===== config.mk =====
export PLATFORM = sky130hd
export DESIGN_NAME = tmr_channel
export DESIGN_NICKNAME = d
export VERILOG_FILES = /design/src/rtl/tmr_pkg.sv /design/src/rtl/tmr_datapath.sv /design/src/rtl/tmr_ctrl.sv /design/src/rtl/tmr_channel.sv
export SDC_FILE = /design/constraint.sdc
export NUM_CORES = 1
export LEC_CHECK = 0
export BUFFER_PORTS_ARGS = -buffer_cell sky130_fd_sc_hd__buf_2
export CORE_MARGIN = 5
export CORE_UTILIZATION = 45
export DETAILED_ROUTE_END_ITERATION = 8
export GPL_ROUTABILITY_DRIVEN = 1
export SKIP_CTS_REPAIR_TIMING = 1
export SLEW_MARGIN = 25
export SYNTH_ARGS = -nofsm -noshare
export SYNTH_HDL_FRONTEND = slang
export SYNTH_SLANG_ARGS = --single-unit

===== constraint.sdc =====
create_clock -name clk -period 2.64 [get_ports clk]
set_clock_uncertainty 0.15 [all_clocks]
set_input_delay 0.132 -clock clk [delete_from_list [all_inputs] [get_ports clk]]
set_output_delay 0.132 -clock clk [all_outputs]
set_load 0.1 [all_outputs]

===== src/rtl/tmr_pkg.sv =====
package tmr_pkg;
  typedef struct packed {
    logic start;
    logic run;
  } tmrStrobe_t;

  typedef struct packed {
    logic ovfEvt;
    logic cntMatch;
    logic tioRise;
    logic tioFall;
  } tmrEvent_t;

  localparam logic [2:0] MODE_CAP_RISE = 3'd4;
  localparam logic [2:0] MODE_CAP_FALL = 3'd5;
  localparam logic [2:0] MODE_CAP_BOTH = 3'd6;

  function automatic logic isMeasure(input logic [2:0] m);
    return (m == MODE_CAP_RISE) || (m == MODE_CAP_FALL) || (m == MODE_CAP_BOTH);
  endfunction
endpackage


===== src/rtl/tmr_datapath.sv =====
module tmr_datapath
  import tmr_pkg::*;
#(
  parameter int CNT_W = 24,
  parameter int PRE_W = 24
) (
  input  logic             clk,
  input  logic             rstN,
  input  tmrStrobe_t       strb,
  input  logic [CNT_W-1:0] loadVal,
  input  logic [PRE_W-1:0] preLoad,
  input  logic [CNT_W-1:0] cmpVal,
  input  logic             tioIn,
  output logic [CNT_W-1:0] cnt,
  output tmrEvent_t        evt
);
  localparam logic [CNT_W-1:0] CntMax = '1;

  logic [PRE_W-1:0] preCnt;
  logic [CNT_W-1:0] cntNext;
  logic             tick;
  logic             atMax;
  logic             tioS1, tioS2, tioPrev;

  assign tick    = strb.run && !strb.start && (preCnt == '0);
  assign atMax   = (cnt == CntMax);
  assign cntNext = cnt + CNT_W'(1);

  always_comb begin
    evt.ovfEvt   = tick && atMax;
    evt.cntMatch = tick && !atMax && (cntNext == cmpVal);
    evt.tioRise  = tioS2 && !tioPrev;
    evt.tioFall  = !tioS2 && tioPrev;
  end

  always_ff @(posedge clk) begin
    if (!rstN) begin
      cnt    <= '0;
      preCnt <= '0;
    end else if (strb.start) begin
      cnt    <= loadVal;
      preCnt <= preLoad;
    end else if (strb.run) begin
      if (preCnt == '0) begin
        preCnt <= preLoad;
        cnt    <= atMax ? loadVal : cntNext;
      end else begin
        preCnt <= preCnt - PRE_W'(1);
      end
    end
  end

  always_ff @(posedge clk) begin
    if (!rstN) begin
      tioS1   <= 1'b0;
      tioS2   <= 1'b0;
      tioPrev <= 1'b0;
    end else begin
      tioS1   <= tioIn;
      tioS2   <= tioS1;
      tioPrev <= tioS2;
    end
  end

  // starting loads the counter from the start value
  a_r2_start_loads: assert property (@(posedge clk) disable iff (!rstN)
    strb.start |=> cnt == $past(loadVal));

  // a stopped counter holds
  a_r2_hold_stopped: assert property (@(posedge clk) disable iff (!rstN)
    (!strb.run && !strb.start) |=> $stable(cnt));

  // wrap reloads from the start value
  a_r3_wrap_reload: assert property (@(posedge clk) disable iff (!rstN)
    (strb.run && !strb.start && preCnt == '0 && cnt == CntMax) |=> cnt == $past(loadVal));
endmodule


===== src/rtl/tmr_ctrl.sv =====
module tmr_ctrl
  import tmr_pkg::*;
#(
  parameter int CNT_W = 24,
  parameter int PRE_W = 24,
  parameter int ADDR_W = 3
) (
  input  logic              clk,
  input  logic              rstN,
  input  logic              wrEn,
  input  logic [ADDR_W-1:0] wrAddr,
  input  logic [CNT_W-1:0]  wrData,
  input  logic [ADDR_W-1:0] rdAddr,
  output logic [CNT_W-1:0]  rdData,
  input  logic              ackOvf,
  input  logic              ackCmp,
  input  logic [CNT_W-1:0]  cnt,
  input  tmrEvent_t         evt,
  output tmrStrobe_t        strb,
  output logic [CNT_W-1:0]  loadReg,
  output logic [PRE_W-1:0]  preReg,
  output logic [CNT_W-1:0]  cmpReg,
  output logic              irqOvf,
  output logic              irqCmp,
  output logic              irqPend,
  output logic              irqSrcCmp
);
  localparam int BIT_RUN = 0;
  localparam int BIT_OIE = 1;
  localparam int BIT_CIE = 2;
  localparam int BIT_MODE = 3;
  localparam int BIT_OVF = 8;
  localparam int BIT_CMP = 9;
  localparam logic [ADDR_W-1:0] A_CTRL = ADDR_W'(0);
  localparam logic [ADDR_W-1:0] A_LOAD = ADDR_W'(1);
  localparam logic [ADDR_W-1:0] A_PRE  = ADDR_W'(2);
  localparam logic [ADDR_W-1:0] A_CMP  = ADDR_W'(3);
  localparam logic [ADDR_W-1:0] A_CNT  = ADDR_W'(4);

  logic       runEn, ovfIe, cmpIe, ovfFlag, cmpFlag;
  logic [2:0] mode;
  logic       ctrlWr, ovfSet, cmpSet, ovfClr, cmpClr, edgeHit;

  assign ctrlWr     = wrEn && (wrAddr == A_CTRL);
  assign strb.start = ctrlWr && wrData[BIT_RUN] && !runEn;
  assign strb.run   = runEn;

  always_comb begin
    unique case (mode)
      MODE_CAP_RISE: edgeHit = evt.tioRise;
      MODE_CAP_FALL: edgeHit = evt.tioFall;
      MODE_CAP_BOTH: edgeHit = evt.tioRise || evt.tioFall;
      default:       edgeHit = 1'b0;
    endcase
  end

  assign ovfSet = evt.ovfEvt;
  assign cmpSet = isMeasure(mode) ? (edgeHit && runEn) : evt.cntMatch;
  assign ovfClr = (ctrlWr && wrData[BIT_OVF]) || ackOvf;
  assign cmpClr = (ctrlWr && wrData[BIT_CMP]) || ackCmp;

  always_ff @(posedge clk) begin
    if (!rstN) begin
      runEn   <= 1'b0;
      ovfIe   <= 1'b0;
      cmpIe   <= 1'b0;
      mode    <= '0;
      loadReg <= '0;
      preReg  <= '0;
      cmpReg  <= '0;
    end else if (wrEn) begin
      unique case (wrAddr)
        A_CTRL: begin
          runEn <= wrData[BIT_RUN];
          ovfIe <= wrData[BIT_OIE];
          cmpIe <= wrData[BIT_CIE];
          mode  <= wrData[BIT_MODE +: 3];
        end
        A_LOAD:  loadReg <= wrData;
        A_PRE:   preReg  <= wrData[PRE_W-1:0];
        A_CMP:   cmpReg  <= wrData;
        default: ;
      endcase
    end
  end

  always_ff @(posedge clk) begin
    if (!rstN) begin
      ovfFlag <= 1'b0;
      cmpFlag <= 1'b0;
    end else begin
      if (ovfSet)      ovfFlag <= 1'b1;
      else if (ovfClr) ovfFlag <= 1'b0;
      if (cmpSet)      cmpFlag <= 1'b1;
      else if (cmpClr) cmpFlag <= 1'b0;
    end
  end

  assign irqOvf    = ovfFlag && ovfIe;
  assign irqCmp    = cmpFlag && cmpIe;
  assign irqPend   = irqOvf || irqCmp;
  assign irqSrcCmp = irqCmp && !irqOvf;

  always_comb begin
    rdData = '0;
    unique case (rdAddr)
      A_CTRL: begin
        rdData[BIT_RUN]        = runEn;
        rdData[BIT_OIE]        = ovfIe;
        rdData[BIT_CIE]        = cmpIe;
        rdData[BIT_MODE +: 3]  = mode;
        rdData[BIT_OVF]        = ovfFlag;
        rdData[BIT_CMP]        = cmpFlag;
      end
      A_LOAD:  rdData = loadReg;
      A_PRE:   rdData = CNT_W'(preReg);
      A_CMP:   rdData = cmpReg;
      A_CNT:   rdData = cnt;
      default: rdData = '0;
    endcase
  end

  // a set event always leaves the flag set
  a_r6_ovf_set_wins: assert property (@(posedge clk) disable iff (!rstN)
    ovfSet |=> ovfFlag);
  a_r6_cmp_set_wins: assert property (@(posedge clk) disable iff (!rstN)
    cmpSet |=> cmpFlag);

  // acknowledge without a set clears the flag
  a_r5_ack_clears_cmp: assert property (@(posedge clk) disable iff (!rstN)
    (ackCmp && !cmpSet) |=> !cmpFlag);
  a_r5_ack_clears_ovf: assert property (@(posedge clk) disable iff (!rstN)
    (ackOvf && !ovfSet) |=> !ovfFlag);
endmodule


===== src/rtl/tmr_channel.sv =====
module tmr_channel
  import tmr_pkg::*;
#(
  parameter int CNT_W = 24,
  parameter int PRE_W = 24,
  parameter int ADDR_W = 3
) (
  input  logic              clk,
  input  logic              rstN,
  input  logic              wrEn,
  input  logic [ADDR_W-1:0] wrAddr,
  input  logic [CNT_W-1:0]  wrData,
  input  logic [ADDR_W-1:0] rdAddr,
  output logic [CNT_W-1:0]  rdData,
  input  logic              tioIn,
  input  logic              ackOvf,
  input  logic              ackCmp,
  output logic              irqOvf,
  output logic              irqCmp,
  output logic              irqPend,
  output logic              irqSrcCmp
);
  tmrStrobe_t       strb;
  tmrEvent_t        evt;
  logic [CNT_W-1:0] cnt, loadReg, cmpReg;
  logic [PRE_W-1:0] preReg;

  tmr_ctrl #(.CNT_W(CNT_W), .PRE_W(PRE_W), .ADDR_W(ADDR_W)) uCtrl (
    .clk(clk), .rstN(rstN), .wrEn(wrEn), .wrAddr(wrAddr), .wrData(wrData),
    .rdAddr(rdAddr), .rdData(rdData), .ackOvf(ackOvf), .ackCmp(ackCmp),
    .cnt(cnt), .evt(evt), .strb(strb), .loadReg(loadReg), .preReg(preReg),
    .cmpReg(cmpReg), .irqOvf(irqOvf), .irqCmp(irqCmp), .irqPend(irqPend),
    .irqSrcCmp(irqSrcCmp)
  );

  tmr_datapath #(.CNT_W(CNT_W), .PRE_W(PRE_W)) uDp (
    .clk(clk), .rstN(rstN), .strb(strb), .loadVal(loadReg), .preLoad(preReg),
    .cmpVal(cmpReg), .tioIn(tioIn), .cnt(cnt), .evt(evt)
  );
endmodule


==> metrics.txt, run 1 <==
status finished, violations left; failing checks negative hold slack; setup TNS 0 ps; CP max FO 9; pin count of the biggest net entering global routing 79; antenna-violating nets left 0; CP startpoint kind register; crit path time final 2496 ps; Setup violations, final 0; total I/O pin count 64; max_slew headroom 0.4072; layout cells sized above 1 0.1921; Worst VDD drop 0.4977 mV; Post-synth EDFFs 0; Buffers & Inverters on Critical Path 0; Critical Path RT 2840 ps; CTS tree built; Syn Area/Cell 7.433 µm²; critical path type register to register; max-cap violations 0; Syn Nets 1042; worst path cell trace ha_1 -> nand3_2 -> nor4_4 -> nand4_1 -> xnor2_1 -> nor4_1 -> nand3_1 -> o31ai_1; Async SR Flop Fraction 0; Final Hold Viols 1; Pleak 0.003422 µW; Filler cells 1514; vias in the first global route 6942; number of I/O port buffers 63; CP Depth 8; Yosys cell types 63; clock buffer depth 2; die area 19210 µm²; drt first pass iters 5; drt total wl 24.21 mm; Worst Max-Slew Pin Slew 889.2 ps; FP Rows 47; CP arrival 2700 ps; GRT Total Usage 0.2465; Area Overhead vs Synth 25.71%; Worst path max stage delay 370 ps; Post-Syn Area 7441 µm²; initial core utilization 0.4535; H-tree levels 4; critical path capture point type register; YS warnings 0; via/cell ratio 5.655; Detailed Route Iter0 Violations 636; core area 16410 µm²; Worst R2R Path Depth 8; FMAX 0.4006 GHz; Slew Viols, Final 0; Final Util 0.5701; nets@finish 1121; Root Driver clkbuf_16; worst hold path cell count 5; GRT Residual Overflow 0; first-pass GRT wire length 38.09 mm; n_diodes 0; worst hold slack -23.42 ps; height of the die 138.6 µm; CTS Buf Count 17; slowest cell on the critical path nor4_1; post-synthesis sequential area ratio 0.3524; Worst-Skew Late Latency 440 ps; fin crit share 0.9456; flops & latches, synth 131; Die Wd 138.6 µm; clock slew at reported path FFs 60 ps; routed len/inst 18.44 µm; detailed placement HPWL 17.05 mm; Pwr Density 623.6 nW/µm²; Sink Count 131; initial antenna violation count 0; Worst Hold Class input pin to register; Synth Flop Type dfxtp_1; DRC 0; gp weighted congestion 0.9189; vias 7425; top cell family by delay on the critical path simple AND/OR/NAND/NOR gates; cell count after synthesis 1001
metal layers:
| layer | GRT usage | wire (µm) |
|---|---|---|
| met1 | 0.3311 | 11140 |
| met2 | 0.3857 | 11230 |
| met3 | 0.05724 | 1174 |
| met4 | 0.09568 | 661 |
| met5 | 0 | 0 |
stage by stage:
step,total power [µW],instances,cell area [µm²],setup WS [ps],hold WS [ps]
global route,6079,1313,9354,-3.062,10.63
finish,5833,1313,9354,143.7,-23.42
floorplan,3001,1001,7526,-141.2,109.3
CTS,5822,1286,9085,120.2,-248.5
global placement,3336,1254,8471,154.1,195.5
detailed placement,3345,1254,8471,147.2,197.6
layout make-up:
type	instances	area, µm²	area share
Clock inverter	14	175.2	0.01873
Multi-Input combinational cell	776	4532	0.4845
Tap cell	220	275.3	0.02943
Timing Repair Buffer	136	1241	0.1327
Sequential cell	131	2623	0.2804
Inverter	18	68.82	0.007357
Clock buffer	18	439.2	0.04695
final timing paths:
path | slack [ps] | to | from
max | 140 | uCtrl.cmpFlag | uDp.cnt[1]
min reg2reg | 280 | uDp.tioS2 | uDp.tioS1
min | -20 | uCtrl.ovfFlag | ackOvf
max reg2reg | 140 | uCtrl.cmpFlag | uDp.cnt[1]
sequential cells by signal, indices dropped and copies added (netlist names):
register,flops
uDp.cnt,24
uCtrl.ovfFlag,1
uCtrl.ovfIe,1
uDp.preCnt,24
uCtrl.cmpFlag,1
uCtrl.mode,3
uCtrl.runEn,1
uCtrl.preReg,24
uDp.tioPrev,1
uCtrl.cmpReg,24
uCtrl.cmpIe,1
uDp.tioS2,1
uDp.tioS1,1
uCtrl.loadReg,24
cells in the final DEF, fill, tap and decap left out, types with 4 or more instances in the layout:
cell type,Yosys,layout
a21oi_1,137,136
a221oi_1,6,6
a22oi_1,20,20
a2bb2oi_1,19,19
a31oi_1,5,5
and2_1,12,12
and3_1,7,7
buf_12,0,22
buf_2,15,47
buf_4,1,42
clkbuf_16,0,17
dfxtp_1,131,131
dlygate4sd3_1,0,25
ha_1,5,5
inv_1,18,17
inv_6,0,4
mux2_2,17,17
mux2i_1,15,15
nand2_1,213,213
nand2b_1,7,7
nand3_1,22,22
nand4_1,10,10
nor2_1,67,65
nor2b_1,4,4
nor3_1,27,27
nor3b_1,6,5
nor4_1,9,9
o21ai_0,59,43
o21ai_1,3,10
o21ai_2,0,9
o22ai_1,11,4
o22ai_2,0,7
or2_2,6,6
or3_1,4,4
xnor2_1,32,32
xor2_1,12,12
power breakdown:
group          switching [µW]  internal, µW
clock network             959          1520
logic                     779           491
registers                56.5          2030
total                    1790          4040
cells in the mapped netlist, types with 15 or more instances:
| library cell | instances | area (µm²) |
|---|---|---|
| clkbuf_1 | 54 | 202.7 |
| inv_1 | 18 | 67.56 |
| nand3_1 | 22 | 110.1 |
| nor2_1 | 67 | 251.5 |
| nor3_1 | 27 | 135.1 |
| o21ai_0 | 59 | 295.3 |
| a21oi_1 | 137 | 685.7 |
| mux2_2 | 17 | 191.4 |
| dfxtp_1 | 131 | 2623 |
| a22oi_1 | 20 | 150.1 |
| buf_2 | 15 | 75.07 |
| nand2_1 | 213 | 799.5 |
| xnor2_1 | 32 | 280.3 |
| mux2i_1 | 15 | 150.1 |
| a2bb2oi_1 | 19 | 166.4 |
worst reg2reg max path, stage by stage, from the launching register on:
cell and delay (ps):
dfxtp_1 340, ha_1 230, nand3_2 270, nor4_4 320, nand4_1 200, xnor2_1 170, nor4_1 370, nand3_1 130
o31ai_1 230
kinds of logic (layout without fill, tap and decap cells):
logic type / Yosys count / after routing / share of synthesized area
AO/OA/AOI/OAI: 279 / 279 / 0.2203
XOR/XNOR: 44 / 44 / 0.05179
adder cells (fa/ha/maj): 5 / 5 / 0.008408
buffers and inverters: 94 / 186 / 0.05263
flip-flops: 131 / 131 / 0.3524
multiplexers: 33 / 33 / 0.04893
AND/OR/NAND/NOR: 415 / 415 / 0.2655
(Power assumes the default switching activity.)
==> inputs of run 2 (changes only) <==
- ABC_AREA: unset -> 1
- CTS_CLUSTER_DIAMETER: unset -> 60
==> metrics.txt, run 2 <==
Worst Slack Setup Final 360.9 ps (+217.2 ps); Psw 1864 µW (+3.8%); routed length on met1 11.55 mm (+3.6%); FP Rows 47 (unchanged); pre-CTS setup slack 377.5 ps (+230.2 ps); n_diodes 0 (unchanged); drt total wl 24.23 mm (+0.11%); CTS Buf Count 17 (unchanged); detailed placement HPWL 18.25 mm (+7.0%); GRT Residual Overflow 0 (unchanged); routed len/inst 17.08 µm (-7.4%); Worst VDD drop 0.4866 mV (-2.2%); first-pass GRT wire length 38.41 mm (+0.85%); Internal 3697 µW (-8.5%); total I/O pin count 64 (unchanged); final cell area excluding filler cells 9121 µm² (-2.5%); layout cells sized above 1 0.1293 (-0.06286); H-tree levels 4 (unchanged); vias in the first global route 6982 (+0.58%); Pleak 0.003813 µW (+11%); Critical Path RT 2850 ps (about the same); gp weighted congestion 0.9076 (-1.2%); max_slew headroom 0.4054 (-0.001810); number of I/O port buffers 63 (unchanged); CP arrival 2490 ps (-210 ps); flops & latches, synth 131 (unchanged); Syn Area/Cell 6.711 µm² (-9.7%); crit path time final 2279 ps (-217.2 ps); Overall Power 5560 µW (-4.7%); pin count of the biggest net entering global routing 49 (-38%); worst path cell trace ha_1 -> nand2_2 -> nor2_8 -> nand2_4 -> nand2_1 -> nand2_1 -> nand2_1 -> nand2_1 -> nor2_1 -> nand2_1 -> nor2_1 -> nand2_1 -> nor2_1 -> nand2_1 -> a21oi_2; Final Hold Viols 0 (-1); top cell family by delay on the critical path simple AND/OR/NAND/NOR gates; commonest non-fill, non-tap cell in the layout nand2_1; max-cap violations 0 (unchanged); clock buffer depth 2 (unchanged); CP max FO 9 (unchanged); slowest cell on the critical path dfxtp_1; antenna-violating nets left 0 (unchanged); most numerous cell in the Yosys netlist nand2_1; Slew Viols, Final 0 (unchanged); height of the die 138.7 µm (about the same); unrepaired setup endpoints after global routing false; GRT Total Usage 0.2479 (+0.001417); Async SR Flop Fraction 0 (unchanged); DRC 0 (unchanged); most frequent cells in the layout 187 x nand2_1, 143 x o21ai_0, 131 x dfxtp_1, 130 x inv_1, 121 x nor2_1; most numerous cell on the critical path nand2_1; Post-Syn Area 7450 µm² (+0.12%); fin crit share 0.8633 (-0.08228); nets@finish 1227 (+9.5%); CP startpoint kind register; top cell type's share of synthesized area 0.3520 (-0.0004144); status finished clean; met2 WL 10.85 mm (-3.3%); Pwr Density 609.6 nW/µm² (-2.2%); FMAX 0.4388 GHz (+9.5%); top post-synthesis cells by area dfxtp_1 35%, o21ai_0 9.9%, nand2_1 9.4%; Worst path max stage delay 430 ps (+60 ps); Buffers & Inverters on Critical Path 0 (unchanged); drt first pass iters 5 (unchanged); initial core utilization 0.4541 (+0.0005339); via/cell ratio 5.390 (-4.7%); Synth area leader dfxtp_1; Worst Max-Slew Pin Slew 891.0 ps (+1.734 ps); Synth Flop Type dfxtp_1; DR WL met3 1.448 mm (+23%); Worst-Skew Late Latency 440 ps (about the same); initial antenna violation count 0 (unchanged); Area Overhead vs Synth 22.44%; YS warnings 0 (unchanged); Clock Power Share 0.425 (about the same); final cell count without fillers 1419 (+8.1%); Setup violations, final 0 (unchanged); vias 7649 (+3.0%); Comb pwr share 0.191 (-0.027); Root Driver clkbuf_16; DP Area 8260 µm² (-2.5%); cell count after synthesis 1110 (+11%); CTS tree built; Syn Nets 1151 (+10%); highest metal used met4; top cell types by occurrence after synthesis 187 x nand2_1, 147 x o21ai_0, 131 x dfxtp_1; Post-synth EDFFs 0 (unchanged); critical path capture point type register; critical path type register to register; clock slew at reported path FFs 70 ps (about the same); placed cells 1359 (+8.4%); Sink Count 131 (unchanged); Die Wd 138.7 µm (about the same); Worst Hold Class input pin to register; Sw Ratio 0.3352 (+0.02752); die area 19230 µm² (+0.11%); Yosys cell types 43 (-32%); core area 16410 µm² (unchanged); post-synthesis sequential area ratio 0.3520 (-0.0004144); Detailed Route Iter0 Violations 709 (+11%); sequential power share 0.384 (+0.026)
run 2: changes by cell type in the layout (fill, tap and decap cells not counted), sizes merged, moves of 23 or more:
| cell | delta |
|---|---|
| inv | +127 |
| o21ai | +111 |
| nor2 | +65 |
| nand3 | +39 |
| buf | -26 |
| xnor2 | -23 |
run 2: final timing paths:
path	start	endpoint	slack [ps]	cells past startpoint
worst min-delay path	wrAddr[0]	uCtrl.cmpReg[0]	10	4
worst min register to register	uDp.tioS1	uDp.tioS2	270	2
worst max-delay path	uDp.cnt[0]	uCtrl.cmpFlag	360	15
worst max register to register	uDp.cnt[0]	uCtrl.cmpFlag	360	15
run 2: power by group through the flow:
stage / sequential [µW] / clock [µW] / combinational [µW]
6_report: 2140 / 2360 / 1060
5_1_grt: 2150 / 2480 / 1180
4_1_cts: 2130 / 2380 / 1020
3_5_place_dp: 2180 / 0 / 1020
3_3_place_gp: 2180 / 0 / 1020
2_1_floorplan: 2150 / 0 / 748
run 2: area by class of cell:
cell class                      count  area, µm²
Clock buffer                       17      425.4
Multi-Input combinational cell    788       4075
Fill cell                        1598       7286
Tap cell                          220      275.3
Inverter                          135      509.2
Timing Repair Buffer              113       1059
Clock inverter                     15      155.1
Sequential cell                   131       2623
run 2: worst register-to-register path: cells and delay by family (launching register included):
family                     cells  cell delay (ps)
DFF                            1              430
and+or+nand+nor               13             1250
adders and majority gates      1              240
AOI/OAI and AO/OA              1              110
run 2: stage by stage:
step	hold slack [ps]	util	setup TNS [ps]
CTS	-280.8	0.5389	0
global placement	174.6	0.5035	0
detailed placement	176.4	0.5035	0
global route	66.73	0.5559	0
finish	13.30	0.5559	0
floorplan	79.63	-	-1124
run 2: metal layers:
metal	GRT usage	up-vias
met5	0	-
met4	0.06643	0
met3	0.05586	32
met2	0.3821	219
met1	0.3518	3532
li1	-	3866
run 2: cells by family (layout without fill, tap and decap cells):
logic type / after synthesis / count (layout) / synth area share
and+or+nand+nor: 417 / 417 / 0.2519
AOI/OAI and AO/OA: 341 / 341 / 0.2511
buffers and inverters: 191 / 280 / 0.1016
DFF: 131 / 131 / 0.3520
xor gates and xnor gates: 25 / 25 / 0.03493
adders and majority gates: 5 / 5 / 0.008398
==> inputs of run 3 (changes only) <==
- BUFFER_PORTS_ARGS: -buffer_cell sky130_fd_sc_hd__buf_2 -> unset
- DONT_BUFFER_PORTS: unset -> 1
- SETUP_SLACK_MARGIN: unset -> 0.5
==> metrics.txt, run 3 (synthesized netlist as in run 2, its figures left out) <==
pin count of the biggest net entering global routing 119 (+140%); vias 8031 (+5.0%); final cell count without fillers 1440 (+1.5%); Worst Hold Class input pin to register; H-tree levels 4 (unchanged); FF-to-FF setup slack 500 ps (+140 ps); CP max FO 24 (+15); gp weighted congestion 0.8991 (-0.94%); max_slew headroom 0.2315 (-0.1739); Worst Max-Slew Pin Slew 1149 ps (+258.0 ps); failing checks negative hold slack; drt first pass iters 6 (+1); Area Overhead vs Synth 27.96%; Slew Viols, Final 0 (unchanged); r2r startpoint uDp.preCnt[0]; die area 19230 µm² (unchanged); layout cells sized above 1 0.1344 (+0.005152); Worst-Skew Late Latency 430 ps (about the same); detailed placement HPWL 17.36 mm (-4.9%); first-pass GRT wire length 37.83 mm (-1.5%); Worst R2R Path Depth 10 (-5); Pwr Density 582.8 nW/µm² (-4.4%); Hold EP uCtrl.cmpReg[0]; total I/O pin count 64 (unchanged); nets@finish 1249 (+1.8%); commonest non-fill, non-tap cell in the layout nand2_1; vias in the first global route 6877 (-1.5%); CP startpoint kind register; Pleak 0.003897 µW (+2.2%); Detailed Route Iter0 Violations 922 (+30%); CP arrival 2350 ps (-140 ps); Worst VDD drop 0.4926 mV (+1.2%); drt total wl 26.46 mm (+9.2%); number of I/O port buffers 0 (-100%); unrepaired setup endpoints after global routing true; crit path time final 2138 ps (-141.0 ps); CTS Buf Count 17 (unchanged); placed cells 1313 (-3.4%); height of the die 138.7 µm (unchanged); Critical Path RT 2850 ps (about the same); FMAX 0.4677 GHz (+6.6%); FP Rows 47 (unchanged); critical path capture point type register; routed len/inst 18.38 µm (+7.6%); max-cap violations 0 (unchanged); Final Hold Viols 2 (+2); initial core utilization 0.4541 (unchanged); Die Wd 138.7 µm (unchanged); fin crit share 0.8099 (-0.05342); clock buffer depth 2 (unchanged); min-delay src wrAddr[0]; antenna-violating nets left 0 (unchanged); GRT Total Usage 0.2443 (-0.003619); DRC 0 (unchanged); r2r endpoint uDp.cnt[15]; Root Driver clkbuf_16; clock slew at reported path FFs 70 ps (about the same); core area 16410 µm² (unchanged); via/cell ratio 5.577 (+3.5%); n_diodes 0 (unchanged); Setup violations, final 0 (unchanged); CTS tree built; worst hold slack -6.918 ps (-20.21 ps); Sink Count 131 (unchanged); most frequent cells in the layout 182 x nand2_1, 136 x o21ai_0, 127 x inv_1, 122 x dfxtp_1, 116 x nor2_1; critical path type register to register; initial antenna violation count 0 (unchanged); worst hold path cell count 4 (unchanged); status finished, violations left; GRT Residual Overflow 0 (unchanged); setup TNS 0 ps (unchanged)
-- run 3: changes by cell type in the layout (fill, tap and decap cells not counted), sizes merged --
cell | previous run | this run
clkbuf | 17 | 21
dlygate4sd3 | 28 | 82
bufinv | 0 | 1
inv | 148 | 136
buf | 85 | 51
nor2 | 133 | 134
clkinv | 2 | 4
clkinvlp | 0 | 5
-- run 3: cell type report --
class | count | area, µm²
Clock buffer | 20 | 446.7
Clock inverter | 11 | 107.6
Fill cell | 1588 | 6874
Inverter | 135 | 519.2
Multi-Input combinational cell | 789 | 4262
Sequential cell | 131 | 2641
Tap cell | 220 | 275.3
Timing Repair Buffer | 134 | 1281
-- run 3: how the worst max path moves through the flow --
stage / start / to / cells after the start
final: uDp.preCnt[0] / uDp.cnt[15] / 10
after global routing: uDp.preCnt[17] / uDp.cnt[15] / 9
after CTS: uDp.cnt[0] / uCtrl.cmpFlag / 13
after detailed placement: uDp.cnt[0] / uCtrl.cmpFlag / 13
after global placement: uDp.cnt[0] / uCtrl.cmpFlag / 13
after floorplan: rdAddr[2] / rdData[10] / 4
-- run 3: per-stage QoR --
stage / setup WS [ps] / total power [µW] / instance area, µm² / hold slack (ps) / util
finish: 501.9 / 5556 / 9533 / -6.918 / 0.5810
global route: 432.1 / 5794 / 9533 / 24.22 / 0.5810
CTS: 304.0 / 5339 / 8387 / -353.1 / 0.5112
detailed placement: 363.4 / 3097 / 7833 / 97.26 / 0.4774
global placement: 418.0 / 3086 / 7833 / 86.11 / 0.4774
floorplan: 244.4 / 2897 / 7478 / 79.63 / -
-- run 3: per-layer routing --
metal,vias to the layer above,GRT usage,wire (µm),share of wire
met5,-,0,0,0
met4,0,0.08136,587,0.022
li1,3904,-,-,-
met2,355,0.3774,12000,0.45
met1,3728,0.3355,11680,0.44
met3,44,0.06103,2193,0.083
-- run 3: worst max-delay path: stages (launching register included) --
cell	delay, ps
dfxtp_1	350
inv_2	90
ha_2	200
nand3b_1	100
nor3_2	130
nand3_2	170
o21ai_4	230
buf_4	170
clkbuf_16	200
o21ai_0	90
a31oi_1	190
-- run 3: report_power, final --
group / internal [µW] / total, µW / switching [µW]
combinational: 435 / 1170 / 731
sequential: 2060 / 2140 / 83.0
clock: 1320 / 2250 / 934
